[src/rtl/vsc_pkg.sv]
`timescale 1ns/1ps
package vsc_pkg;

  // Format select codes; the tri-level code is the only one that
  // switches the clamp to the back-porch scheme.
  typedef enum logic [1:0] {
    FMT_SD  = 2'b00,
    FMT_PS  = 2'b01,
    FMT_HD  = 2'b10,
    FMT_BYP = 2'b11
  } fmt_e;

  function automatic logic is_trilevel(input fmt_e f);
    return f == FMT_HD;
  endfunction

endpackage

[src/rtl/vsc_sync2.sv]
`timescale 1ns/1ps
module vsc_sync2 #(
  parameter int W = 2
) (
  input  logic         clk,
  input  logic         rst_n,
  input  logic [W-1:0] d,
  output logic [W-1:0] q
);

  for (genvar b = 0; b < W; b++) begin : g_bit
    logic [1:0] stg;
    always_ff @(posedge clk or negedge rst_n) begin
      if (!rst_n) stg <= '0;
      else        stg <= {stg[0], d[b]};
    end
    assign q[b] = stg[1];
  end

endmodule

[src/rtl/vsc_pulse_meas.sv]
`timescale 1ns/1ps
module vsc_pulse_meas
  import vsc_pkg::*;
#(
  parameter int CNT_W = 8
) (
  input  logic             clk,
  input  logic             rst_n,
  input  logic             s_int,
  input  logic             s_ext,
  input  logic             src_pin,
  input  fmt_e             fmt_pin,
  output logic             rise,
  output logic             fall,
  output logic             lvl,
  output logic             m_src,
  output fmt_e             m_fmt,
  output fmt_e             act_fmt,
  output logic [CNT_W-1:0] cur_w,
  output logic [CNT_W-1:0] prev_w
);

  logic             cand, cand_q, lvl_q, act_src;
  logic [CNT_W-1:0] wcnt;

  // Leading edges are looked for on the input named by the live select pin.
  assign cand  = src_pin ? s_ext : s_int;
  assign rise  = cand & ~cand_q;

  // The mode for this cycle: newly sampled pins at an edge, latched otherwise.
  assign m_src = rise ? src_pin : act_src;
  assign m_fmt = rise ? fmt_pin : act_fmt;
  assign lvl   = m_src ? s_ext : s_int;
  assign fall  = lvl_q & ~lvl;

  always_comb begin
    if (!lvl)        cur_w = '0;
    else if (rise)   cur_w = {{(CNT_W-1){1'b0}}, 1'b1};
    else if (&wcnt)  cur_w = wcnt;
    else             cur_w = wcnt + 1'b1;
  end

  assign prev_w = wcnt;

  always_ff @(posedge clk or negedge rst_n) begin
    if (!rst_n) begin
      cand_q  <= 1'b0;
      lvl_q   <= 1'b0;
      wcnt    <= '0;
      act_src <= 1'b0;
      act_fmt <= FMT_SD;
    end else begin
      cand_q <= cand;
      lvl_q  <= lvl;
      wcnt   <= cur_w;
      if (rise) begin
        act_src <= src_pin;
        act_fmt <= fmt_pin;
      end
    end
  end

endmodule

[src/rtl/vsc_porch_timer.sv]
`timescale 1ns/1ps
module vsc_porch_timer #(
  parameter int LEN  = 148,
  parameter int PT_W = $clog2(LEN + 1)
) (
  input  logic clk,
  input  logic rst_n,
  input  logic start,
  input  logic clear,
  output logic active
);

  localparam logic [PT_W-1:0] LEN_V = PT_W'(LEN);

  logic [PT_W-1:0] ptmr;

  always_ff @(posedge clk or negedge rst_n) begin
    if (!rst_n)            ptmr <= '0;
    else if (start)        ptmr <= LEN_V;
    else if (clear)        ptmr <= '0;
    else if (ptmr != '0)   ptmr <= ptmr - 1'b1;
  end

  assign active = (ptmr != '0);

endmodule

[src/rtl/vsc_loss_mon.sv]
`timescale 1ns/1ps
module vsc_loss_mon #(
  parameter int LIMIT = 7425,
  parameter int TO_W  = $clog2(LIMIT + 1)
) (
  input  logic clk,
  input  logic rst_n,
  input  logic qual,
  output logic lost_nxt,
  output logic lost
);

  localparam logic [TO_W-1:0] LIM_V = TO_W'(LIMIT);

  logic [TO_W-1:0] tcnt, tcnt_n;

  always_comb begin
    if (qual)               tcnt_n = '0;
    else if (tcnt == LIM_V) tcnt_n = tcnt;
    else                    tcnt_n = tcnt + 1'b1;

    if (qual)                 lost_nxt = 1'b0;
    else if (tcnt_n == LIM_V) lost_nxt = 1'b1;
    else                      lost_nxt = lost;
  end

  always_ff @(posedge clk or negedge rst_n) begin
    if (!rst_n) begin
      tcnt <= '0;
      lost <= 1'b1;
    end else begin
      tcnt <= tcnt_n;
      lost <= lost_nxt;
    end
  end

endmodule

[src/rtl/vsc_clamp_window.sv]
`timescale 1ns/1ps
module vsc_clamp_window
  import vsc_pkg::*;
#(
  parameter int HD_PORCH_LEN = 148,
  parameter int HD_PULSE_MAX = 64,
  parameter int EXT_MIN_SD   = 297,
  parameter int EXT_MIN_PS   = 149,
  parameter int EXT_MIN_HD   = 112,
  parameter int LOSS_TIMEOUT = 7425
) (
  input  logic       clk,
  input  logic       rst_n,
  input  logic       strip_sync_i,
  input  logic       ext_sync_i,
  input  logic       src_ext_i,
  input  logic [1:0] fmt_i,
  output logic       clamp_en_o,
  output logic       clamp_blank_o,
  output logic       sync_lost_o
);

  localparam int MAX_A = (EXT_MIN_SD > EXT_MIN_PS) ? EXT_MIN_SD : EXT_MIN_PS;
  localparam int MAX_B = (EXT_MIN_HD > HD_PULSE_MAX) ? EXT_MIN_HD : HD_PULSE_MAX;
  localparam int WMAX  = ((MAX_A > MAX_B) ? MAX_A : MAX_B) + 1;
  localparam int CNT_W = $clog2(WMAX + 1);

  localparam logic [CNT_W-1:0] THR_SD  = CNT_W'(EXT_MIN_SD);
  localparam logic [CNT_W-1:0] THR_PS  = CNT_W'(EXT_MIN_PS);
  localparam logic [CNT_W-1:0] THR_HD  = CNT_W'(EXT_MIN_HD);
  localparam logic [CNT_W-1:0] PMAX_V  = CNT_W'(HD_PULSE_MAX);
  localparam logic [CNT_W-1:0] THR_ONE = CNT_W'(1);

  logic [1:0]       s_sync;
  logic             rise, fall, lvl, m_src;
  fmt_e             m_fmt, act_fmt;
  logic [CNT_W-1:0] cur_w, prev_w, thr;
  logic             hd_int, qual, qual_lvl, qual_hd;
  logic             porch_act, win, lost_nxt, lost;

  vsc_sync2 #(.W(2)) u_sync (
    .clk   (clk),
    .rst_n (rst_n),
    .d     ({ext_sync_i, strip_sync_i}),
    .q     (s_sync)
  );

  vsc_pulse_meas #(.CNT_W(CNT_W)) u_meas (
    .clk     (clk),
    .rst_n   (rst_n),
    .s_int   (s_sync[0]),
    .s_ext   (s_sync[1]),
    .src_pin (src_ext_i),
    .fmt_pin (fmt_e'(fmt_i)),
    .rise    (rise),
    .fall    (fall),
    .lvl     (lvl),
    .m_src   (m_src),
    .m_fmt   (m_fmt),
    .act_fmt (act_fmt),
    .cur_w   (cur_w),
    .prev_w  (prev_w)
  );

  // Qualifying width for level-defined windows.
  always_comb begin
    if (!m_src) thr = THR_ONE;
    else begin
      unique case (m_fmt)
        FMT_SD:  thr = THR_SD;
        FMT_HD:  thr = THR_HD;
        default: thr = THR_PS;
      endcase
    end
  end

  assign hd_int   = is_trilevel(m_fmt) && !m_src;
  assign qual_lvl = !hd_int && lvl && (cur_w == thr);
  assign qual_hd  = hd_int && fall && (prev_w <= PMAX_V);
  assign qual     = qual_lvl | qual_hd;

  vsc_porch_timer #(.LEN(HD_PORCH_LEN)) u_porch (
    .clk    (clk),
    .rst_n  (rst_n),
    .start  (qual_hd),
    .clear  (rise),
    .active (porch_act)
  );

  vsc_loss_mon #(.LIMIT(LOSS_TIMEOUT)) u_loss (
    .clk      (clk),
    .rst_n    (rst_n),
    .qual     (qual),
    .lost_nxt (lost_nxt),
    .lost     (lost)
  );

  assign win = hd_int ? porch_act : (lvl && (cur_w >= thr));

  always_ff @(posedge clk or negedge rst_n) begin
    if (!rst_n) begin
      clamp_en_o    <= 1'b0;
      clamp_blank_o <= 1'b0;
    end else begin
      clamp_en_o    <= win && !lost_nxt;
      clamp_blank_o <= is_trilevel(m_fmt);
    end
  end

  assign sync_lost_o = lost;

endmodule

[config.mk]
export PLATFORM = sky130hd
export DESIGN_NAME = vsc_clamp_window
export DESIGN_NICKNAME = d
export VERILOG_FILES = /design/src/rtl/vsc_pkg.sv /design/src/rtl/vsc_sync2.sv /design/src/rtl/vsc_pulse_meas.sv /design/src/rtl/vsc_porch_timer.sv /design/src/rtl/vsc_loss_mon.sv /design/src/rtl/vsc_clamp_window.sv
export SDC_FILE = /design/constraint.sdc
export NUM_CORES = 1
export LEC_CHECK = 0
export BUFFER_PORTS_ARGS = -buffer_cell sky130_fd_sc_hd__buf_2
export CAP_MARGIN = 20
export CORE_ASPECT_RATIO = 0.9
export CORE_MARGIN = 5
export CORE_UTILIZATION = 55
export DETAILED_ROUTE_END_ITERATION = 6
export GPL_TIMING_DRIVEN = 0
export HOLD_SLACK_MARGIN = 0.03
export PLACE_DENSITY = 0.84
export SYNTH_ARGS = -nofsm -noshare
export SYNTH_HDL_FRONTEND = slang
export SYNTH_SLANG_ARGS = --single-unit
[constraint.sdc]
create_clock -name clk -period 3.25 [get_ports clk]
set_input_delay 0.325 -clock clk [delete_from_list [all_inputs] [get_ports clk]]
set_output_delay 0.325 -clock clk [all_outputs]
set_load 0.01 [all_outputs]
Word level (Yosys, flattened, before mapping)
Index checks and enable logic that the tools add are counted.
{"block": "classes", "addsub": 3, "n_lt_le_gt_ge": 2, "eq_ne": 4, "muxes": 17, "bitwise": 5, "reduce_logical": 14}
{"op": "9-bit two-way mux", "n": 4}
{"op": "13-bit equality test (second input constant)", "n": 2}
{"op": "13-bit two-way mux", "n": 2}
{"op": "8-bit two-way mux", "n": 3}
{"op": "9-bit one-hot mux with 2 select lines", "n": 1}
{"op": "13-bit by 1-bit adder with 13-bit output (second input constant)", "n": 1}
{"op": "9-bit by 1-bit adder with 9-bit output (second input constant)", "n": 1}
{"op": "9-bit equality test", "n": 1}
{"op": "9-bit >= comparator", "n": 1}
{"op": "9-bit by 7-bit <= comparator with 1-bit output (second input constant)", "n": 1}
{"op": "9-bit AND reduction", "n": 1}
{"op": "8-bit nonzero test", "n": 1}
{"op": "8-bit by 1-bit subtractor with 8-bit output (second input constant)", "n": 1}
{"op": "1-bit logical AND", "n": 7}
{"op": "1-bit two-way mux", "n": 6}
{"op": "1-bit zero test", "n": 3}
{"op": "3-bit nonzero test", "n": 1}
{"op": "1-bit bitwise AND", "n": 2}
{"op": "2-bit equality test (second input constant)", "n": 1}
{"op": "2-bit zero test", "n": 1}
{"op": "2-bit two-way mux", "n": 1}
{"op": "1-bit inverter", "n": 2}
{"op": "1-bit bitwise OR", "n": 1}
{"block": "word_totals", "regBits": 42, "inputBits": 7, "output_inout_bits": 3}

Longest topological paths before layout
Gate-level depths: netlist of the first run.
{"block": "logic_depth", "ltp_word": 15, "mapped_depth": 13}

Hierarchy
From an unflattened synthesis of the first run, not the netlist that was laid out.
{"block": "unflattened", "cells_unflattened": 265, "area_unflattened_um2": 2563.7}
{"mod": "vsc_loss_mon", "instances": 1, "cells_per_inst": 98, "area_per_inst_um2": 938.4}
{"mod": "vsc_pulse_meas", "instances": 1, "cells_per_inst": 72, "area_per_inst_um2": 695.7}
{"mod": "vsc_porch_timer", "instances": 1, "cells_per_inst": 46, "area_per_inst_um2": 461.7}
{"mod": "vsc_clamp_window", "instances": 1, "cells_per_inst": 43, "area_per_inst_um2": 352.8}
{"mod": "vsc_sync2", "instances": 1, "cells_per_inst": 6, "area_per_inst_um2": 115.1}

Worst setup path before layout of the first run
OpenSTA, ideal clock, no wires.
{"block": "synth_timing", "kind": "reg2reg", "from": "register u_meas.wcnt[0], in the netlist u_meas.prev_w[0]", "to": "register u_loss.tcnt[11]", "setup_ns": 0.122, "arrival_ns": 3.016, "required_ns": 3.128, "setup_slack_ns": 0.111, "stages_incl_launch_ff": 14, "n_path_buf": 1, "path_cell_list": "dfrtp_1 -> ha_1 -> nand2_1 -> or3_1 -> or4b_2 -> o21a_1 -> o21ba_2 -> ha_1 -> nand4_1 -> nor2_1 -> nand3_1 -> o31ai_4 -> buf_6 -> nor2_1"}
{"block": "synth_via", "elab_chain_cells": 8}
{"item": "from (decl)", "line_no": "vsc_pulse_meas.sv:24", "rtl": "logic [CNT_W-1:0] wcnt;"}
{"item": "from (signal assigned)", "line_no": "vsc_pulse_meas.sv:55", "rtl": "wcnt <= cur_w;"}
{"item": "9-bit by 1-bit adder with 9-bit output / 9-bit AND reduction (equally long branches)", "line_no": "vsc_pulse_meas.sv:40, vsc_pulse_meas.sv:39"}
{"item": "9-bit two-way mux *", "line_no": "vsc_pulse_meas.sv:39", "rtl": "else if (&wcnt) cur_w = wcnt;"}
{"item": "9-bit two-way mux *", "line_no": "vsc_pulse_meas.sv:38", "rtl": "else if (rise) cur_w = {{(CNT_W-1){1'b0}}, 1'b1};"}
{"item": "9-bit two-way mux *", "line_no": "vsc_pulse_meas.sv:37", "rtl": "if (!lvl) cur_w = '0;"}
{"item": "net cur_w[7]", "line_no": "vsc_clamp_window.sv:37", "rtl": "logic [CNT_W-1:0] cur_w, prev_w, thr;"}
{"item": "9-bit equality test *", "line_no": "vsc_clamp_window.sv:78", "rtl": "assign qual_lvl = !hd_int && lvl && (cur_w == thr);"}
{"item": "1-bit logical AND *", "line_no": "vsc_clamp_window.sv:78"}
{"item": "1-bit bitwise OR *", "line_no": "vsc_clamp_window.sv:80", "rtl": "assign qual = qual_lvl | qual_hd;"}
{"item": "13-bit two-way mux *", "line_no": "vsc_loss_mon.sv:18", "rtl": "if (qual) tcnt_n = '0;"}
{"item": "net u_loss.tcnt_n[11]", "line_no": "vsc_loss_mon.sv:15", "rtl": "logic [TO_W-1:0] tcnt, tcnt_n;"}
{"item": "to (signal assigned)", "line_no": "vsc_loss_mon.sv:32", "rtl": "tcnt <= tcnt_n;"}
{"item": "to (decl)", "line_no": "vsc_loss_mon.sv:15"}
The timed path passes the listed nets; every way through them passes the cells marked *.
A chain may end at the register's enable or synchronous reset.

Worst setup path after layout of the first run
Ends and elaborated chain as after synthesis.

==> results of run 1 <==
-- flip-flops by register name, summed over array words and instances, names as in the netlist --
name / flops
clamp_blank_o: 1
clamp_en_o: 1
u_loss.lost: 1
u_loss.tcnt: 13
u_meas.act_fmt: 2
u_meas.act_src: 1
u_meas.cand_q: 1
u_meas.lvl_q: 1
u_meas.prev_w: 9
u_porch.ptmr: 8
u_sync.g_bit.stg: 4
-- power groups by stage --
stage / clock (mW) / combinational (mW) / sequential [mW]
global route: 0.450 / 0.784 / 0.757
floorplan: 0 / 0.519 / 0.729
CTS: 0.431 / 0.689 / 0.737
detailed placement: 0 / 0.668 / 0.747
global placement: 0 / 0.640 / 0.740
finish: 0.421 / 0.705 / 0.743
-- final cells by class --
type,instances,area share (%)
timing repair buffer,16,3.83
multi-input combinational,198,48.8
tap,62,2.73
inverter,13,1.72
buffer,9,1.98
clock inverter,3,1.54
clock buffer,5,2.42
sequential,42,37.0
-- cell usage in the layout (no fill, tap or decap), drive strengths merged, types with 2 or more instances in the layout --
cell / synthesis / final
a21oi: 9 / 9
or4: 2 / 2
nor4b: 2 / 2
buf: 8 / 24
and3: 5 / 5
nand2: 20 / 20
or3: 4 / 4
clkbuf: 2 / 6
a211oi: 4 / 4
nor2b: 7 / 7
o21a: 4 / 4
nand2b: 2 / 2
a2111oi: 2 / 2
nor3: 6 / 6
nand3b: 2 / 2
o211a: 2 / 2
o31ai: 4 / 4
or2: 2 / 2
nand4: 3 / 3
nor4bb: 2 / 2
a31oi: 3 / 3
o21ba: 2 / 2
xor2: 12 / 12
nor2: 31 / 31
o21ai: 11 / 11
nand3: 15 / 15
mux2: 2 / 2
xnor2: 11 / 11
dfrtp: 41 / 41
inv: 13 / 14
nor4: 4 / 4
ha: 14 / 14
-- metrics by stage --
stage	setup TNS, ps	setup WS (ps)
after floorplan	0	111
after global placement	-1960	-270
after detailed placement	-3120	-336
after CTS	0	2.29
after global routing	-33.7	-24.4
final	0	146
-- per-layer routing --
| metal | part of all wire [%] | global-route usage (%) | wire (µm) | vias up |
|---|---|---|---|---|
| met5 | 0 | 0 | 0 | - |
| met4 | 1.9 | 8.63 | 102 | 0 |
| met3 | 5.6 | 3.68 | 294 | 9 |
| met2 | 48 | 32.3 | 2540 | 59 |
| met1 | 44 | 25.1 | 2310 | 977 |
| li1 | - | - | - | 975 |
-- kinds of logic (layout without fill, tap and decap cells) --
kind of cell,after synthesis,after routing
multiplexers,3,3
adder cells (fa/ha/maj),14,14
AO/OA/AOI/OAI,48,48
buffers and inverters,23,46
flip-flops,42,42
XOR/XNOR,23,23
AND/OR/NAND/NOR,110,110
-- critical path: stages (launching register included) --
cell	delay, ps
sky130_fd_sc_hd__dfrtp_1	410
sky130_fd_sc_hd__ha_2	210
sky130_fd_sc_hd__nand2_2	90
sky130_fd_sc_hd__or3_4	150
sky130_fd_sc_hd__or4b_4	480
sky130_fd_sc_hd__o21a_1	200
sky130_fd_sc_hd__o21ba_2	230
sky130_fd_sc_hd__ha_4	260
sky130_fd_sc_hd__nand4_1	110
sky130_fd_sc_hd__nor2_2	190
sky130_fd_sc_hd__nand3_2	110
sky130_fd_sc_hd__o31ai_4	220
sky130_fd_sc_hd__buf_6	150
sky130_fd_sc_hd__buf_6	110
sky130_fd_sc_hd__nor2_1	40
-- repair_timing --
action	in CTS	in global routing
endpoints found under the setup margin	15	15
gates cloned	1	0
resized for setup	9	8
hold buffers	0	0
setup buffers	4	2
pin swaps	2	5
-- worst paths after layout --
kind / from / end / slack, ps
min: ext_sync_i / u_sync.g_bit[1].stg[0] / 120
max: u_meas.prev_w[0] / u_loss.tcnt[11] / 150
max in group asynchronous: rst_n / u_loss.tcnt[6] / 2510
min in group asynchronous: rst_n / clamp_en_o / 160
max reg2reg: u_meas.prev_w[0] / u_loss.tcnt[11] / 150
min reg2reg: u_sync.g_bit[1].stg[0] / u_sync.g_bit[1].stg[1] / 360
==> metrics.md, run 1 <==
| Metric | Value |
|---|---|
| Run status | finished clean |
| Post-Synthesis Cell Area | 2490 µm² |
| Post-Syn Instances | 263 |
| Worst hold path type | in -> reg |
| Count of input and output buffers | 9 |
| Count of maximum capacitance violations | 0 |
| Critical path type | reg -> reg |
| Period minus WS final | 3100 ps |
| Hold Fails Final Rpt | 0 |
| Average cell area after synthesis | 9.46 µm² |
| Commonest register cell after synthesis | sky130_fd_sc_hd__dfrtp_1 |
| Total length of routed wires | 5240 µm |
| Cell with the most instances after synthesis | sky130_fd_sc_hd__dfrtp_1 |
| Number of iterations in the first detailed-routing pass | 4 |
| Die Footprint | 5970 µm² |
| Half-perimeter wire length of the detailed placement result | 3570 µm |
| Pin count of the biggest net entering global routing | 43 |
| Required time reported for the critical path endpoint | 3440 ps |
| Fraction of synthesized cell area taken by the top area cell type | 41.2% |
| Number of clock buffers inserted by TritonCTS | 5 |
| Arrival time worst endpoint | 3290 ps |
| Skew-Pair Late Insertion Delay | 300 ps |
| Max IR drop VDD | 386 µV |
| Worst-Margin Slew | 933 ps |
| Initial core utilization | 56.2% |
| GR Overflow Total | 0 |
| Via count of the first global-routing pass | 1965 |
| Wire per inst | 15.1 µm |
| Leading post-synthesis cells by instance count | 41 x sky130_fd_sc_hd__dfrtp_1, 31 x sky130_fd_sc_hd__nor2_1, 20 x sky130_fd_sc_hd__nand2_1 |
| Synth cell types | 51 |
| Adder and majority gate portion of the synthesized area | 7.04% |
| Final Skew | 7.45 ps |
| Fin Hold WS | 123 ps |
| Share of synthesized area spent on multiplexers | 1.31% |
| Internal power consumption | 1.18 mW |
| Area fraction in and, or, nand and nor cells after synthesis | 23.0% |
| Leak | 1.29 nW |
| Portion of total power attributed to the clock network | 22.5% |
| Fillcell total | 348 |
| Starting DRC count in detailed routing | 163 |
| TritonCTS clock tree | built |
| Non-Filler Cell Area, Final | 2840 µm² |
| Ys async rst share | 100% |
| Xor and xnor fraction of the mapped netlist area | 8.09% |
| Final Max Tran Viols | 0 |
| Antenna violations before repair | 0 |
| Total nets after synthesis | 284 |
| Footprint of the flip-flops and latches | 1050 µm² |
| Clock transition time at the flip-flop clock pins of the worst setup and hold paths | 90 ps |
| Cell area after placement | 2610 µm² |
| CP Capture Type | flop |
| Final standard cell utilization of the core | 64.2% |
| Yosys top cell by area | sky130_fd_sc_hd__dfrtp_1 |
| IO Pins | 10 |
| Global-route wire length before repair | 8890 µm |
| RSZ-0062 raised after global routing | true |
| Crit-path max FO | 5 |
| Power dissipated by switching net loads | 694 µW |
| Placed cell count | 334 |
| Highest clock frequency the design can meet | 322 MHz |
| Yosys Warn Count | 0 |
| Sequential cell area fraction in the yosys report | 42.3% |
| Clock root buffer master | sky130_fd_sc_hd__clkbuf_8 |
| Synth top area cells | sky130_fd_sc_hd__dfrtp_1 41%, sky130_fd_sc_hd__ha_1 7.0%, sky130_fd_sc_hd__nor2_1 4.7%, sky130_fd_sc_hd__xor2_1 4.2%, sky130_fd_sc_hd__xnor2_1 3.9% |
| Fraction of power consumed by sequential logic | 39.8% |
| Clock H-tree levels | 2 |
| Total power draw | 1.87 mW |
| Layout overhead on the synthesized area | 14.3% |
| Slew Limit Headroom | 37.8% |
| Cell area power density | 657 nW/µm² |
| Std-Cell Core Area | 4430 µm² |
| Number of enable flip-flop cells after synthesis | 0 |
| Clock tree sinks | 42 |
| Cell depth of the worst hold path | 1 |
| Vias after detailed routing | 2020 |
| GP Congestion | 0.888 |
| Final setup viols | 0 |
| Final std cells w/o fill | 348 |
| Share of post-route cells with drive strength above 1 | 18.9% |
| Remaining design rule violation count | 0 |
| Post-synthesis sequential element count | 42 |
| Combinational family with the most area after synthesis | simple AND/OR/NAND/NOR gates |
| Horizontal extent of the die | 80.9 µm |
| Vert. Die Dim | 73.8 µm |
| Count of nets after finishing | 306 |
| Tot GR Track Use | 19.6% |
| Row Count | 23 |
| Number of inserted diodes | 0 |
| Type of origin of the critical path | flop |
| Maximum root-to-sink buffer count | 2 |
| Share of power burned in combinational logic | 37.7% |
| Final period util | 95.5% |
| Worst Reg-to-Reg Cells | 14 |
| Post-detailed-route via-to-cell ratio | 5.80 |
| Post-DRT Antenna Nets | 0 |
| Multi-input gate area | 1390 µm² |
| Sw Share | 37.1% |
| Complex-gate fraction of the synthesized area | 13.9% |
(Power assumes the default switching activity.)
==> inputs of run 2 (changes only) <==
--- a/config.mk
+++ b/config.mk
@@ -7,13 +7,13 @@
 export LEC_CHECK = 0
 export BUFFER_PORTS_ARGS = -buffer_cell sky130_fd_sc_hd__buf_2
 export CAP_MARGIN = 20
-export CORE_ASPECT_RATIO = 0.9
 export CORE_MARGIN = 5
-export CORE_UTILIZATION = 55
+export CORE_UTILIZATION = 60
 export DETAILED_ROUTE_END_ITERATION = 6
+export GPL_ROUTABILITY_DRIVEN = 0
 export GPL_TIMING_DRIVEN = 0
 export HOLD_SLACK_MARGIN = 0.03
-export PLACE_DENSITY = 0.84
+export PLACE_DENSITY = 0.87
 export SYNTH_ARGS = -nofsm -noshare
 export SYNTH_HDL_FRONTEND = slang
 export SYNTH_SLANG_ARGS = --single-unit
==> constraint.sdc (replaced) <==
create_clock -name clk -period 3.2 [get_ports clk]
set_input_delay 0.32 -clock clk [delete_from_list [all_inputs] [get_ports clk]]
set_output_delay 0.32 -clock clk [all_outputs]
set_load 0.01 [all_outputs]
==> run 2 against run 1 <==
Net effect:
- flip-flop and latch count unchanged
- total power down 3.7%
- die area decreased by 7.3%
- clock power decreased by 19%
- combinational power about the same
- first-iteration DRC count down 3.1%
- sequential share of layout area is 0.23 points higher
- clock skew up 3.6 ps
- wire length shrank 0.51%
- cell count is 2.3% lower
- utilization grew 6.5 points
- critical path type unchanged
- largest power group unchanged
==> metrics.md, run 2 (synthesis results as in run 1) <==
| Metric | Value |
|---|---|
| Max IR drop VDD | 363 µV (-6.0%) |
| Global-route wire length before repair | 8490 µm (-4.6%) |
| Leak | 1.29 nW (about the same) |
| Delay contributed by the slowest stage of the critical path | 490 ps (about the same) |
| Half-perimeter wire length of the detailed placement result | 3500 µm (-1.9%) |
| Std-Cell Core Area | 4000 µm² (-9.7%) |
| Horizontal extent of the die | 74.4 µm (-8.0%) |
| Slew Limit Headroom | 39.9% (+2.1 points) |
| TritonCTS clock tree | built |
| Final std cells w/o fill | 340 (-2.3%) |
| Initial core utilization | 62.2% (+6.1 points) |
| Total length of routed wires | 5220 µm (-0.51%) |
| Layout overhead on the synthesized area | 13.6% |
| Run status | finished clean |
| Die Footprint | 5540 µm² (-7.3%) |
| Count of nets after finishing | 310 (+1.3%) |
| Count of maximum capacitance violations | 0 (unchanged) |
| Source of the worst register-to-register timing path | u_meas.prev_w[1] |
| CP Capture Type | flop |
| Share of post-route cells with drive strength above 1 | 20.0% (+1.1 points) |
| Non-Filler Cell Area, Final | 2830 µm² (-0.62%) |
| Highest clock frequency the design can meet | 320 MHz (-0.65%) |
| Row Count | 23 (unchanged) |
| Vias after detailed routing | 2008 (-0.59%) |
| Post-DRT Antenna Nets | 0 (unchanged) |
| Arrival time worst endpoint | 3290 ps (about the same) |
| Final setup viols | 0 (unchanged) |
| Type of origin of the critical path | flop |
| Fin Hold WS | 122 ps (-1.04 ps) |
| Total power draw | 1.80 mW (-3.7%) |
| Count of buffer and inverter cells on the critical path | 1 (-1) |
| Wire per inst | 15.3 µm (+1.8%) |
| Final period util | 97.6% (+2.1 points) |
| Skew-Pair Late Insertion Delay | 300 ps (about the same) |
| Slowest stage cell on the critical path | sky130_fd_sc_hd__or4b_4 |
| Worst-case register-to-register setup slack | 80 ps (-70 ps) |
| Worst hold path type | in -> reg |
| Final Max Tran Viols | 0 (unchanged) |
| Max reg flops | 13 (unchanged) |
| Number of clock buffers inserted by TritonCTS | 5 (unchanged) |
| Via count of the first global-routing pass | 1907 (-3.0%) |
| IO Pins | 10 (unchanged) |
| Pin count of the biggest net entering global routing | 43 (unchanged) |
| Clock root buffer master | sky130_fd_sc_hd__clkbuf_8 |
| Crit-path max FO | 4 (-1) |
| Clock transition time at the flip-flop clock pins of the worst setup and hold paths | 80 ps (about the same) |
| Placed cell count | 322 (-3.6%) |
| Worst slack at placement | -322 ps (+13.2 ps) |
| Post-detailed-route via-to-cell ratio | 5.91 (+1.7%) |
| Worst R2R End | u_loss.tcnt[1] |
| Most frequent cells in the layout | 41 x sky130_fd_sc_hd__dfrtp_1, 29 x sky130_fd_sc_hd__nor2_1, 19 x sky130_fd_sc_hd__nand2_1 |
| Vert. Die Dim | 74.4 µm (+0.79%) |
| Required time reported for the critical path endpoint | 3360 ps (-80 ps) |
| Worst-Margin Slew | 901 ps (-31.6 ps) |
| Top flop regs | u_loss.tcnt: 13 flops, u_meas.prev_w: 9 flops, u_porch.ptmr: 8 flops |
| Final worst slack | 75.9 ps (-70.4 ps) |
| Antenna violations before repair | 0 (unchanged) |
| Number of iterations in the first detailed-routing pass | 4 (unchanged) |
| Worst hold start | strip_sync_i |
| Register containing the most flip-flops in the final layout | u_loss.tcnt |
| Final Skew | 11.1 ps (+3.64 ps) |
| Cell area after placement | 2600 µm² (-0.57%) |
| Beginning of the critical path | u_meas.prev_w[1] |
| Most common library cell in the layout ignoring fill and taps | sky130_fd_sc_hd__dfrtp_1 |
| Stages on the worst setup path | 13 (-1) |
| Clock H-tree levels | 2 (unchanged) |
| Clock tree sinks | 42 (unchanged) |
| Starting DRC count in detailed routing | 158 (-3.1%) |
| Cell area power density | 637 nW/µm² (-3.1%) |
| Final standard cell utilization of the core | 70.7% (+6.5 points) |
| Worst Reg-to-Reg Cells | 13 (-1) |
| Period minus WS final | 3120 ps (+20.4 ps) |
| Number of inserted diodes | 0 (unchanged) |
| TNS Setup | 0 ps (unchanged) |
| Critical path type | reg -> reg |
| Count of input and output buffers | 9 (unchanged) |
| Cells traversed along the worst timing path | ha_2 -> nand2_2 -> or3_4 -> or4b_4 -> o21a_1 -> o21ba_2 -> ha_4 -> nand4_1 -> nor2_2 -> nand3_2 -> o31ai_4 -> buf_4 -> a211oi_1 |
| Tot GR Track Use | 20.1% (+0.47 points) |
| Category of cells accounting for the largest share of critical-path delay | simple AND/OR/NAND/NOR gates |
| GR Overflow Total | 0 (unchanged) |
| Remaining design rule violation count | 0 (unchanged) |
| Last element of the critical path | u_loss.tcnt[1] |
| Hold Fails Final Rpt | 0 (unchanged) |
| Maximum root-to-sink buffer count | 2 (unchanged) |
==> run 2: changes by cell type in the layout (fill, tap and decap cells not counted) <==
cell	delta
sky130_fd_sc_hd__buf_4	+7
sky130_fd_sc_hd__buf_6	-3
sky130_fd_sc_hd__clkbuf_1	+1
sky130_fd_sc_hd__nand3_2	+1
sky130_fd_sc_hd__clkinv_4	+1
sky130_fd_sc_hd__bufinv_16	-1
sky130_fd_sc_hd__inv_6	-1
sky130_fd_sc_hd__nand3_1	-1
==> run 2: how the worst min path moves through the flow <==
stage,endpoint,cells after the start,slack (ps)
3_3_place_gp,u_sync.g_bit[1].stg[1],0,330
2_1_floorplan,clamp_blank_o,0,20
4_1_cts,u_sync.g_bit[1].stg[0],1,110
5_1_grt,u_sync.g_bit[0].stg[0],1,110
6_report,u_sync.g_bit[0].stg[0],1,120
3_5_place_dp,u_sync.g_bit[0].stg[1],0,340
==> run 2: repair_timing <==
action / in CTS / in global routing
setup buffers: 3 / 7
resized for setup: 9 / 6
cloned: 0 / 1
endpoints found under the setup margin: 15 / 15
pin swaps: 3 / 7
hold buffers: 0 / 0
==> run 2: cell type report <==
cell class | count | area [µm²]
Multi-Input combinational cell | 198 | 1390
Fill cell | 291 | 1170
Sequential cell | 42 | 1050
Timing Repair Buffer | 20 | 128
Clock buffer | 6 | 72.6
Tap cell | 50 | 62.6
Buffer | 9 | 56.3
Inverter | 13 | 48.8
Clock inverter | 2 | 13.8
==> run 2: power breakdown <==
part           switching (mW)  total [mW]  leakage (nW)  internal, mW
logic                   0.399       0.704         0.705         0.305
clock network           0.187       0.341        0.0452         0.154
registers              0.0978       0.755         0.536         0.657
total                   0.683        1.80          1.29          1.12
==> run 2: routing by layer <==
| metal | global-route usage (%) | up-vias | wire length (µm) |
|---|---|---|---|
| li1 | - | 980 | - |
| met1 | 25.1 | 972 | 2260 |
| met2 | 34.0 | 43 | 2640 |
| met3 | 4.59 | 13 | 200 |
| met4 | 7.11 | 0 | 109 |
| met5 | 0 | - | 0 |
